--- src/rtl/acc_alu_pkg.sv ---
`timescale 1ns/1ps
package acc_alu_pkg;

  localparam int OP_W = 4;

  localparam logic [OP_W-1:0] OP_SUB  = 4'd0;
  localparam logic [OP_W-1:0] OP_SBC  = 4'd1;
  localparam logic [OP_W-1:0] OP_RORA = 4'd2;
  localparam logic [OP_W-1:0] OP_RORX = 4'd3;
  localparam logic [OP_W-1:0] OP_RORM = 4'd4;
  localparam logic [OP_W-1:0] OP_STA  = 4'd5;
  localparam logic [OP_W-1:0] OP_STX  = 4'd6;
  localparam logic [OP_W-1:0] OP_TAX  = 4'd7;
  localparam logic [OP_W-1:0] OP_SEC  = 4'd8;

  typedef struct packed {
    logic h;
    logic n;
    logic z;
    logic c;
  } ccr_t;

  typedef enum logic [1:0] {
    SRC_ACC = 2'd0,
    SRC_IDX = 2'd1,
    SRC_MEM = 2'd2
  } src_e;

  typedef enum logic [2:0] {
    K_PASS  = 3'd0,
    K_SUB   = 3'd1,
    K_ROT   = 3'd2,
    K_STORE = 3'd3,
    K_SETC  = 3'd4
  } kind_e;

endpackage

--- src/rtl/acc_alu_decode.sv ---
`timescale 1ns/1ps
module acc_alu_decode
  import acc_alu_pkg::*;
(
  input  logic [OP_W-1:0] op,
  output src_e            src,
  output kind_e           kind,
  output logic            use_cin
);

  always_comb begin
    src     = SRC_ACC;
    kind    = K_PASS;
    use_cin = 1'b0;
    case (op)
      OP_SUB:  kind = K_SUB;
      OP_SBC: begin
        kind    = K_SUB;
        use_cin = 1'b1;
      end
      OP_RORA: kind = K_ROT;
      OP_RORX: begin
        kind = K_ROT;
        src  = SRC_IDX;
      end
      OP_RORM: begin
        kind = K_ROT;
        src  = SRC_MEM;
      end
      OP_STA:  kind = K_STORE;
      OP_STX: begin
        kind = K_STORE;
        src  = SRC_IDX;
      end
      OP_TAX:  kind = K_PASS;
      OP_SEC:  kind = K_SETC;
      default: kind = K_PASS;
    endcase
  end

endmodule

--- src/rtl/acc_alu_sub.sv ---
`timescale 1ns/1ps
module acc_alu_sub #(
  parameter int W = 8
) (
  input  logic [W-1:0] minuend,
  input  logic [W-1:0] subtrahend,
  input  logic         bin,
  output logic [W-1:0] diff,
  output logic         bout
);

  logic [W:0] chain;
  assign chain[0] = bin;

  genvar i;
  generate
    for (i = 0; i < W; i++) begin : g_bit
      logic a_b, s_b;
      assign a_b = minuend[i];
      assign s_b = subtrahend[i];
      assign diff[i]    = a_b ^ s_b ^ chain[i];
      assign chain[i+1] = (~a_b & s_b) | (~(a_b ^ s_b) & chain[i]);
    end
  endgenerate

  assign bout = chain[W];

  // Borrow out equals an unsigned magnitude comparison
  logic [W:0] need;
  always_comb begin
    need = {1'b0, subtrahend} + {{W{1'b0}}, bin};
    p_borrow_r2: assert (bout == (need > {1'b0, minuend}))
      else $error("borrow chain disagrees with comparison");
  end

endmodule

--- src/rtl/acc_alu_rot.sv ---
`timescale 1ns/1ps
module acc_alu_rot #(
  parameter int W = 8
) (
  input  logic [W-1:0] src,
  input  logic         cin,
  output logic [W-1:0] res,
  output logic         cout
);

  genvar i;
  generate
    for (i = 0; i < W - 1; i++) begin : g_shift
      assign res[i] = src[i+1];
    end
  endgenerate

  assign res[W-1] = cin;
  assign cout     = src[0];

  // Rotating left back through carry restores the source
  always_comb begin
    p_rot_inverse_r3: assert ({res[W-2:0], cout} == src && res[W-1] == cin)
      else $error("rotate not invertible");
  end

endmodule

--- src/rtl/acc_alu_flags.sv ---
`timescale 1ns/1ps
module acc_alu_flags
  import acc_alu_pkg::*;
#(
  parameter int W = 8
) (
  input  kind_e        kind,
  input  logic [W-1:0] res,
  input  logic         sub_borrow,
  input  logic         rot_carry,
  input  ccr_t         fin,
  output ccr_t         fout
);

  logic res_neg, res_zero;
  assign res_neg  = res[W-1];
  assign res_zero = ~|res;

  always_comb begin
    fout = fin;
    case (kind)
      K_SUB: begin
        fout.n = res_neg;
        fout.z = res_zero;
        fout.c = sub_borrow;
      end
      K_ROT: begin
        fout.n = res_neg;
        fout.z = res_zero;
        fout.c = rot_carry;
      end
      K_STORE: begin
        fout.n = res_neg;
        fout.z = res_zero;
      end
      K_SETC:  fout.c = 1'b1;
      default: fout = fin;
    endcase
  end

  always_comb begin
    p_h_kept_r4: assert (fout.h == fin.h)
      else $error("half-carry modified");
    if (kind == K_SETC) begin
      p_setc_r7: assert (fout.c && fout.n == fin.n && fout.z == fin.z)
        else $error("set-carry flags wrong");
    end
    if (kind == K_PASS) begin
      p_pass_r6: assert (fout == fin)
        else $error("pass-through flags changed");
    end
    if (kind == K_STORE) begin
      p_store_c_r5: assert (fout.c == fin.c)
        else $error("store changed carry");
    end
  end

endmodule

--- src/rtl/acc_alu.sv ---
`timescale 1ns/1ps
module acc_alu
  import acc_alu_pkg::*;
#(
  parameter int W = 8
) (
  input  logic            clk,
  input  logic            rst_n,
  input  logic            in_valid,
  output logic            in_ready,
  input  logic [OP_W-1:0] in_op,
  input  logic [W-1:0]    in_acc,
  input  logic [W-1:0]    in_idx,
  input  logic [W-1:0]    in_mem,
  input  logic [3:0]      in_ccr,
  output logic            out_valid,
  input  logic            out_ready,
  output logic [W-1:0]    out_result,
  output logic [3:0]      out_ccr
);

  src_e  src_sel;
  kind_e kind;
  logic  use_cin;
  ccr_t  fin, fnext;

  assign fin = ccr_t'(in_ccr);

  acc_alu_decode u_dec (
    .op      (in_op),
    .src     (src_sel),
    .kind    (kind),
    .use_cin (use_cin)
  );

  logic [W-1:0] src_val;
  always_comb begin
    case (src_sel)
      SRC_IDX: src_val = in_idx;
      SRC_MEM: src_val = in_mem;
      default: src_val = in_acc;
    endcase
  end

  logic [W-1:0] diff;
  logic         borrow;
  acc_alu_sub #(.W(W)) u_sub (
    .minuend    (in_acc),
    .subtrahend (in_mem),
    .bin        (use_cin & fin.c),
    .diff       (diff),
    .bout       (borrow)
  );

  logic [W-1:0] rot_res;
  logic         rot_c;
  acc_alu_rot #(.W(W)) u_rot (
    .src  (src_val),
    .cin  (fin.c),
    .res  (rot_res),
    .cout (rot_c)
  );

  logic [W-1:0] res_next;
  always_comb begin
    case (kind)
      K_SUB:   res_next = diff;
      K_ROT:   res_next = rot_res;
      K_STORE: res_next = src_val;
      default: res_next = in_acc;
    endcase
  end

  acc_alu_flags #(.W(W)) u_flg (
    .kind       (kind),
    .res        (res_next),
    .sub_borrow (borrow),
    .rot_carry  (rot_c),
    .fin        (fin),
    .fout       (fnext)
  );

  logic take;
  assign in_ready = ~out_valid | out_ready;
  assign take     = in_valid & in_ready;

  always_ff @(posedge clk) begin
    if (!rst_n) begin
      out_valid  <= 1'b0;
      out_result <= '0;
      out_ccr    <= '0;
    end else if (take) begin
      out_valid  <= 1'b1;
      out_result <= res_next;
      out_ccr    <= fnext;
    end else if (out_ready) begin
      out_valid  <= 1'b0;
    end
  end

  p_hold_r9: assert property (@(posedge clk) disable iff (!rst_n)
    out_valid && !out_ready |=> out_valid && $stable(out_result) && $stable(out_ccr))
    else $error("held result moved");

  p_accept_r11: assert property (@(posedge clk) disable iff (!rst_n)
    in_valid && in_ready |=> out_valid)
    else $error("accepted input produced no result");

  p_drain_r11: assert property (@(posedge clk) disable iff (!rst_n)
    out_valid && out_ready && !in_valid |=> !out_valid)
    else $error("drained result duplicated");

endmodule

--- config.mk ---
export PLATFORM = sky130hd
export DESIGN_NAME = acc_alu
export DESIGN_NICKNAME = d
export VERILOG_FILES = /design/src/rtl/acc_alu_pkg.sv /design/src/rtl/acc_alu_decode.sv /design/src/rtl/acc_alu_sub.sv /design/src/rtl/acc_alu_rot.sv /design/src/rtl/acc_alu_flags.sv /design/src/rtl/acc_alu.sv
export SDC_FILE = /design/constraint.sdc
export NUM_CORES = 1
export LEC_CHECK = 0
export ABC_AREA = 1
export BUFFER_PORTS_ARGS = -buffer_cell sky130_fd_sc_hd__buf_4
export CORE_MARGIN = 4
export CORE_UTILIZATION = 40
export DETAILED_ROUTE_END_ITERATION = 8
export GPL_TIMING_DRIVEN = 0
export PLACE_DENSITY = 0.72
export SYNTH_ARGS = -nofsm -noshare
export SYNTH_HDL_FRONTEND = slang
export SYNTH_SLANG_ARGS = --single-unit
--- constraint.sdc ---
create_clock -name clk -period 11.8 [get_ports clk]
set_input_delay 1.77 -clock clk [delete_from_list [all_inputs] [get_ports clk]]
set_output_delay 1.77 -clock clk [all_outputs]
set_load 0.01 [all_outputs]
== Yosys cells after proc, flatten, opt, wreduce, memory -nomap -nowiden ==
Index checks and enable logic that the tools add are counted.

* Register bits after elaboration: 13
* Word-level logic and storage cells: 94

* Reduce and logical (&&, ||, !) cells: 9
* Multiplexer cells: 9
* Bitwise logic cells: 60
* Equality and inequality tests: 13

{| class="wikitable"
|+ Operator list
! kind !! number
|-
| 8-bit case mux with 3 select lines || 1
|-
| 1-bit bitwise AND || 18
|-
| 1-bit inverter || 17
|-
| 8-bit case mux with 2 select lines || 1
|-
| 1-bit XOR || 16
|-
| 4-bit by 3-bit equality test with 1-bit output, second input constant || 3
|-
| 3-bit case mux with 4 select lines || 1
|-
| 1-bit bitwise OR || 9
|-
| 4-bit by 2-bit equality test with 1-bit output, second input constant || 2
|-
| 8-bit OR reduction || 1
|-
| 3-bit by 2-bit equality test with 1-bit output, second input constant || 2
|-
| 2-bit OR reduction || 3
|-
| 3-bit OR reduction || 2
|-
| 4-bit by 1-bit equality test with 1-bit output, second input constant || 1
|-
| 4-bit equality test, second input constant || 1
|-
| 4-bit zero test || 1
|-
| 2-bit case mux with 2 select lines || 1
|-
| 3-bit by 1-bit equality test with 1-bit output, second input constant || 1
|-
| 3-bit equality test, second input constant || 1
|-
| 1-bit two-way mux || 3
|-
| 1-bit case mux with 3 select lines || 1
|-
| 2-bit by 1-bit equality test with 1-bit output, second input constant || 1
|-
| 2-bit equality test, second input constant || 1
|-
| 2-bit two-way mux || 1
|-
| other kinds (2) || 2
|}

== Depth between registers and ports, before layout ==
* Depth in word-level cells: 22
* Depth in mapped cells: 19

== Modules after synthesis ==
A second synthesis with hierarchy kept.

* Cells, all modules: 279
* Area, all modules: 1645.3 µm²

{| class="wikitable"
|+ Modules (own cells, without submodules)
! module !! times used !! cells each !! area an instance (µm²)
|-
| acc_alu || 1 || 196 || 1131.1
|-
| acc_alu_sub || 1 || 26 || 227.7
|-
| acc_alu_flags || 1 || 27 || 121.4
|-
| acc_alu_decode || 1 || 21 || 97.6
|-
| acc_alu_rot || 1 || 9 || 67.6
|}

== Least setup slack after synthesis ==
Ideal clock, no wire load.

* Path kind: input port to flip-flop
* Start: input port in_op[3]
* End: register out_ccr[1]
* Path slack: 5.913 ns
* Required time: 11.734 ns
* Stages on the path: 18
* Library setup time: 0.066 ns
* Data arrival time: 5.821 ns
* Cell sequence: nor2_2 > buf_6 > nand4_1 > fa_1 > fa_1 > fa_1 > fa_1 > fa_1 > fa_1 > fa_1 > fa_1 > nand3_1 > nand2_1 > a21oi_1 > nand2_1 > nor2_1 > nand2_1 > a21oi_2

* Word-level cells in the longest chain between the ends: 22

{| class="wikitable"
|+ Ends and longest elaborated chain
! item !! RTL line !! text
|-
| from (decl) || acc_alu.sv:11 || <nowiki>input logic [OP_W-1:0] in_op,</nowiki>
|-
| 4-bit by 1-bit equality test with 1-bit output || acc_alu_decode.sv:15 || <nowiki>case (op)</nowiki>
|-
| 1-bit two-way mux || acc_alu_decode.sv:15 ||
|-
| 1-bit bitwise AND || acc_alu.sv:50 || <nowiki>.bin (use_cin & fin.c),</nowiki>
|-
| 1-bit bitwise AND || acc_alu_sub.sv:22 || <nowiki>assign chain[i+1] = (~a_b & s_b) | (~(a_b ^ s_b) & chain[i]);</nowiki>
|-
| 1-bit bitwise OR || acc_alu_sub.sv:22 ||
|-
| 1-bit bitwise AND || acc_alu_sub.sv:22 ||
|-
| 1-bit bitwise OR || acc_alu_sub.sv:22 ||
|-
| 1-bit bitwise AND || acc_alu_sub.sv:22 ||
|-
| [6 not listed] || -- ||
|-
| 1-bit bitwise OR || acc_alu_sub.sv:22 ||
|-
| 1-bit bitwise AND || acc_alu_sub.sv:22 ||
|-
| 1-bit bitwise OR || acc_alu_sub.sv:22 ||
|-
| 1-bit XOR || acc_alu_sub.sv:21 || <nowiki>assign diff[i] = a_b ^ s_b ^ chain[i];</nowiki>
|-
| 8-bit case mux with 3 select lines || acc_alu.sv:66 || <nowiki>case (kind)</nowiki>
|-
| 8-bit OR reduction || acc_alu_flags.sv:17 || <nowiki>assign res_zero = ~|res;</nowiki>
|-
| 1-bit zero test || acc_alu_flags.sv:17 ||
|-
| 2-bit two-way mux * || acc_alu_flags.sv:21 || <nowiki>case (kind)</nowiki>
|-
| to (signal assigned) || acc_alu.sv:95 || <nowiki>out_ccr <= fnext;</nowiki>
|-
| to (decl) || acc_alu.sv:19 || <nowiki>output logic [3:0] out_ccr</nowiki>
|}

Mark *: on every way between the ends. The rest lies on a longest branch, timed or not.
A chain may end at the register's enable or synchronous reset.

== Worst setup path in the final report ==
Ends and elaborated chain as after synthesis.

==> impl_metrics.yaml <==
logic_synthesis:
  ys_types: 29
  yosysTopAreaCellShare: 0.200
  syn_area_sq_um: 1300
  synth-edff-count: 0
  ys_seq_area_frac: 0.200
  yosysMostFrequentCell: "nand2_1"
  yosys.area.top_type: "dfxtp_1"
  synth_warnings: 0
  synth_ff_type: "dfxtp_1"
  synth_commonest_cells: "53 x nand2_1, 28 x inv_1, 28 x nand3_1"
  syn-num-nets: 251
  syn_inst: 205
  synthTopCellsByArea: "dfxtp_1 20%, nand2_1 15%, fa_1 12%, nand3_1 11%, inv_1 8.1%"
  ys_async_sr_fraction: 0
  syn_area_per_cell_sq_um: 6.35
  ys_seq_elements: 13
drt:
  routed_wl_mm: 3.55
  post-route-drc-count: 0
  highest_layer: "met4"
  avgRoutedWirePerCell_um: 11.8
  wl_met1_mm: 1.62
  ant_nets: 0
  routed-wl-met2_mm: 1.70
  dr.pass1.iters: 4
  via_count: 1461
  met3WireLength_um: 198
  vias_per_cell: 4.84
  drt_iter0_drc: 74
power:
  power_frac_seq: 0.365
  power_frac_comb: 0.428
  intPower_mw: 0.0870
  swShare: 0.361
  pwr-share-clk: 0.207
  power_mw: 0.136
  peakVddDrop_mv: 0.0699
  cellPowerDensity_nw_per_um2: 77.7
  power.leakage_nw: 0.892
  switching_power_mw: 0.0491
placed_design:
  dp_cells: 298
  place_hpwl_mm: 2.82
  dpl_cell_area_sq_um: 1720
  pre_cts_ws_ps: 5400
  gp_congestion: 0.783
  port-buffer-count: 49
outcome:
  status: "complete, no violations"
cts:
  clock-sinks: 13
  clockBufferDepth: 2
  cts_tree: "yes"
  numCtsBuffers: 3
  clock_latency_ps: 280
  htreeDepth: 1
  cts_setup_buffers: 0
  cts_hold_buffers: 0
  clk_pin_slew_ps: 80
  cts_root_buf: "clkbuf_4"
  post_cts_resized: 0
setup_path:
  critPathLaunch: "in_op[3]"
  cp_slowest_cell: "fa_1"
  worst_ep_arrival_time_ps: 6320
  r2r-end: "out_result[6]$_SDFFE_PN0P_"
  critical_path_class: "in2reg"
  crit_required_ps: 12020
  crit_fanout: 10
  critical_path.endpoint_type: "flip-flop"
  reg2regPathDepth: 6
  worstPathCellList: "buf_4 > nor2_2 > buf_6 > nand4_1 > fa_1 > fa_1 > fa_1 > fa_1 > fa_1 > fa_1 > fa_1 > fa_1 > nand3_1 > nand2_1 > a21oi_1 > nand2_1 > nor2_1 > nand2_1 > a21oi_2"
  critPathMaxStageDelay_ps: 440
  start_kind: "input pin"
  r2r_start: "out_valid$_SDFFE_PN0P_"
  cp-endpoint: "out_ccr[1]$_SDFFE_PN0P_"
  r2r_slack_ps: 10470
  cpMostUsedCell: "fa_1"
cells_and_area:
  drive_gt1_frac: 0.260
  area_delta_synth_final_pct: 34.5
  fin_util: 0.569
  fin_area_sq_um: 1750
  final_cells: 302
  finalNetCount: 305
  antenna_cells: 0
  fillerInstances: 327
floorplan:
  io_pins: 50
  dieArea_sq_um: 4230
  start_util: 0.423
  die_h_um: 65.0
  num_rows: 20
  core_area_sq_um: 3080
  die_w_um: 65.0
min_path:
  hold_class: "reg2reg"
  hold_depth: 2
sta:
  setup_viol: 0
  max_freq_mhz: 164
  final_max_slew_viol_count: 0
  worst_slack_ps: 5700
  worst_slew_pin_slew_ps: 443
  period_minus_slack_ps: 6100
  fin_hold_ws_ps: 494
  finalSetupTns_ps: 0
  period_share: 0.517
  finClkSkew_ps: 2.36
  rsz0062_at_grt: "false"
  slew_headroom: 0.705
  hold_viol: 0
grt:
  grt_usage: 0.178
  antenna_found_initial: 0
  overflow: 0
  grt_pass1_vias: 1443
  grt_max_degree: 11
  grt_pass1_wl_mm: 6.03
flow_run:
  cap_violations: 0
[registers in the layout, summed over array words and instances, names as in the netlist]
register / count
out_ccr: 4
out_valid: 1
out_result: 8
[cells by family (layout without fill, tap and decap cells)]
logic type      Yosys count  after routing  synth area share
compound gates           29             29             0.121
flops                    13             13             0.200
fa+ha+maj                10             10             0.142
buf+inv                  41             94             0.128
simple gates            112            112             0.409
[power groups by stage]
stage          logic [mW]  clock network [mW]  registers (mW)
2_1_floorplan      0.0313                   0          0.0522
3_3_place_gp       0.0578                   0          0.0506
3_5_place_dp       0.0581                   0          0.0506
4_1_cts            0.0584              0.0291          0.0496
5_1_grt            0.0655              0.0315          0.0501
6_report           0.0582              0.0282          0.0496
[layout by cell type (no fill, tap or decap), drive strengths merged, types with 8 or more instances in the layout]
cell type | netlist | layout
clkbuf | 4 | 8
nor2 | 14 | 14
nand3 | 29 | 29
a21oi | 11 | 11
nand4 | 9 | 9
buf | 4 | 53
fa | 8 | 8
nand2 | 57 | 57
dfxtp | 13 | 13
o21ai | 14 | 14
inv | 31 | 31
[layer usage]
| metal | global-route usage | vias up |
|---|---|---|
| met1 | 0.224 | 655 |
| met3 | 0.0364 | 4 |
| met5 | 0 | - |
| met2 | 0.314 | 33 |
| li1 | - | 769 |
| met4 | 0.0337 | 0 |
[how the worst min path moves through the flow]
stage                             from                      end
2_1_floorplan  out_ccr[3]$_SDFFE_PN0P_  out_ccr[3]$_SDFFE_PN0P_
3_3_place_gp   out_ccr[3]$_SDFFE_PN0P_  out_ccr[3]$_SDFFE_PN0P_
3_5_place_dp   out_ccr[3]$_SDFFE_PN0P_  out_ccr[3]$_SDFFE_PN0P_
4_1_cts        out_ccr[3]$_SDFFE_PN0P_  out_ccr[3]$_SDFFE_PN0P_
5_1_grt        out_ccr[3]$_SDFFE_PN0P_  out_ccr[3]$_SDFFE_PN0P_
6_report       out_ccr[3]$_SDFFE_PN0P_  out_ccr[3]$_SDFFE_PN0P_
[worst max-delay path, delay by kind of cell]
family                   cells  cell delay (ps)
adder cells (fa/ha/maj)      8             3240
AND/OR/NAND/NOR              7              700
buffers and inverters        2              300
AO/OA/AOI/OAI                2              300
[area by class of cell]
type,instances,area [sq um],area share
multi-input cells,151,875,0.500
repair buffers,49,368,0.210
well taps,44,55.1,0.0315
inverters,33,124,0.0708
plain buffers,8,42.5,0.0243
flip-flops and latches,13,260,0.149
clock buffers,4,26.3,0.0150
Power figures use the tool's default switching activity.
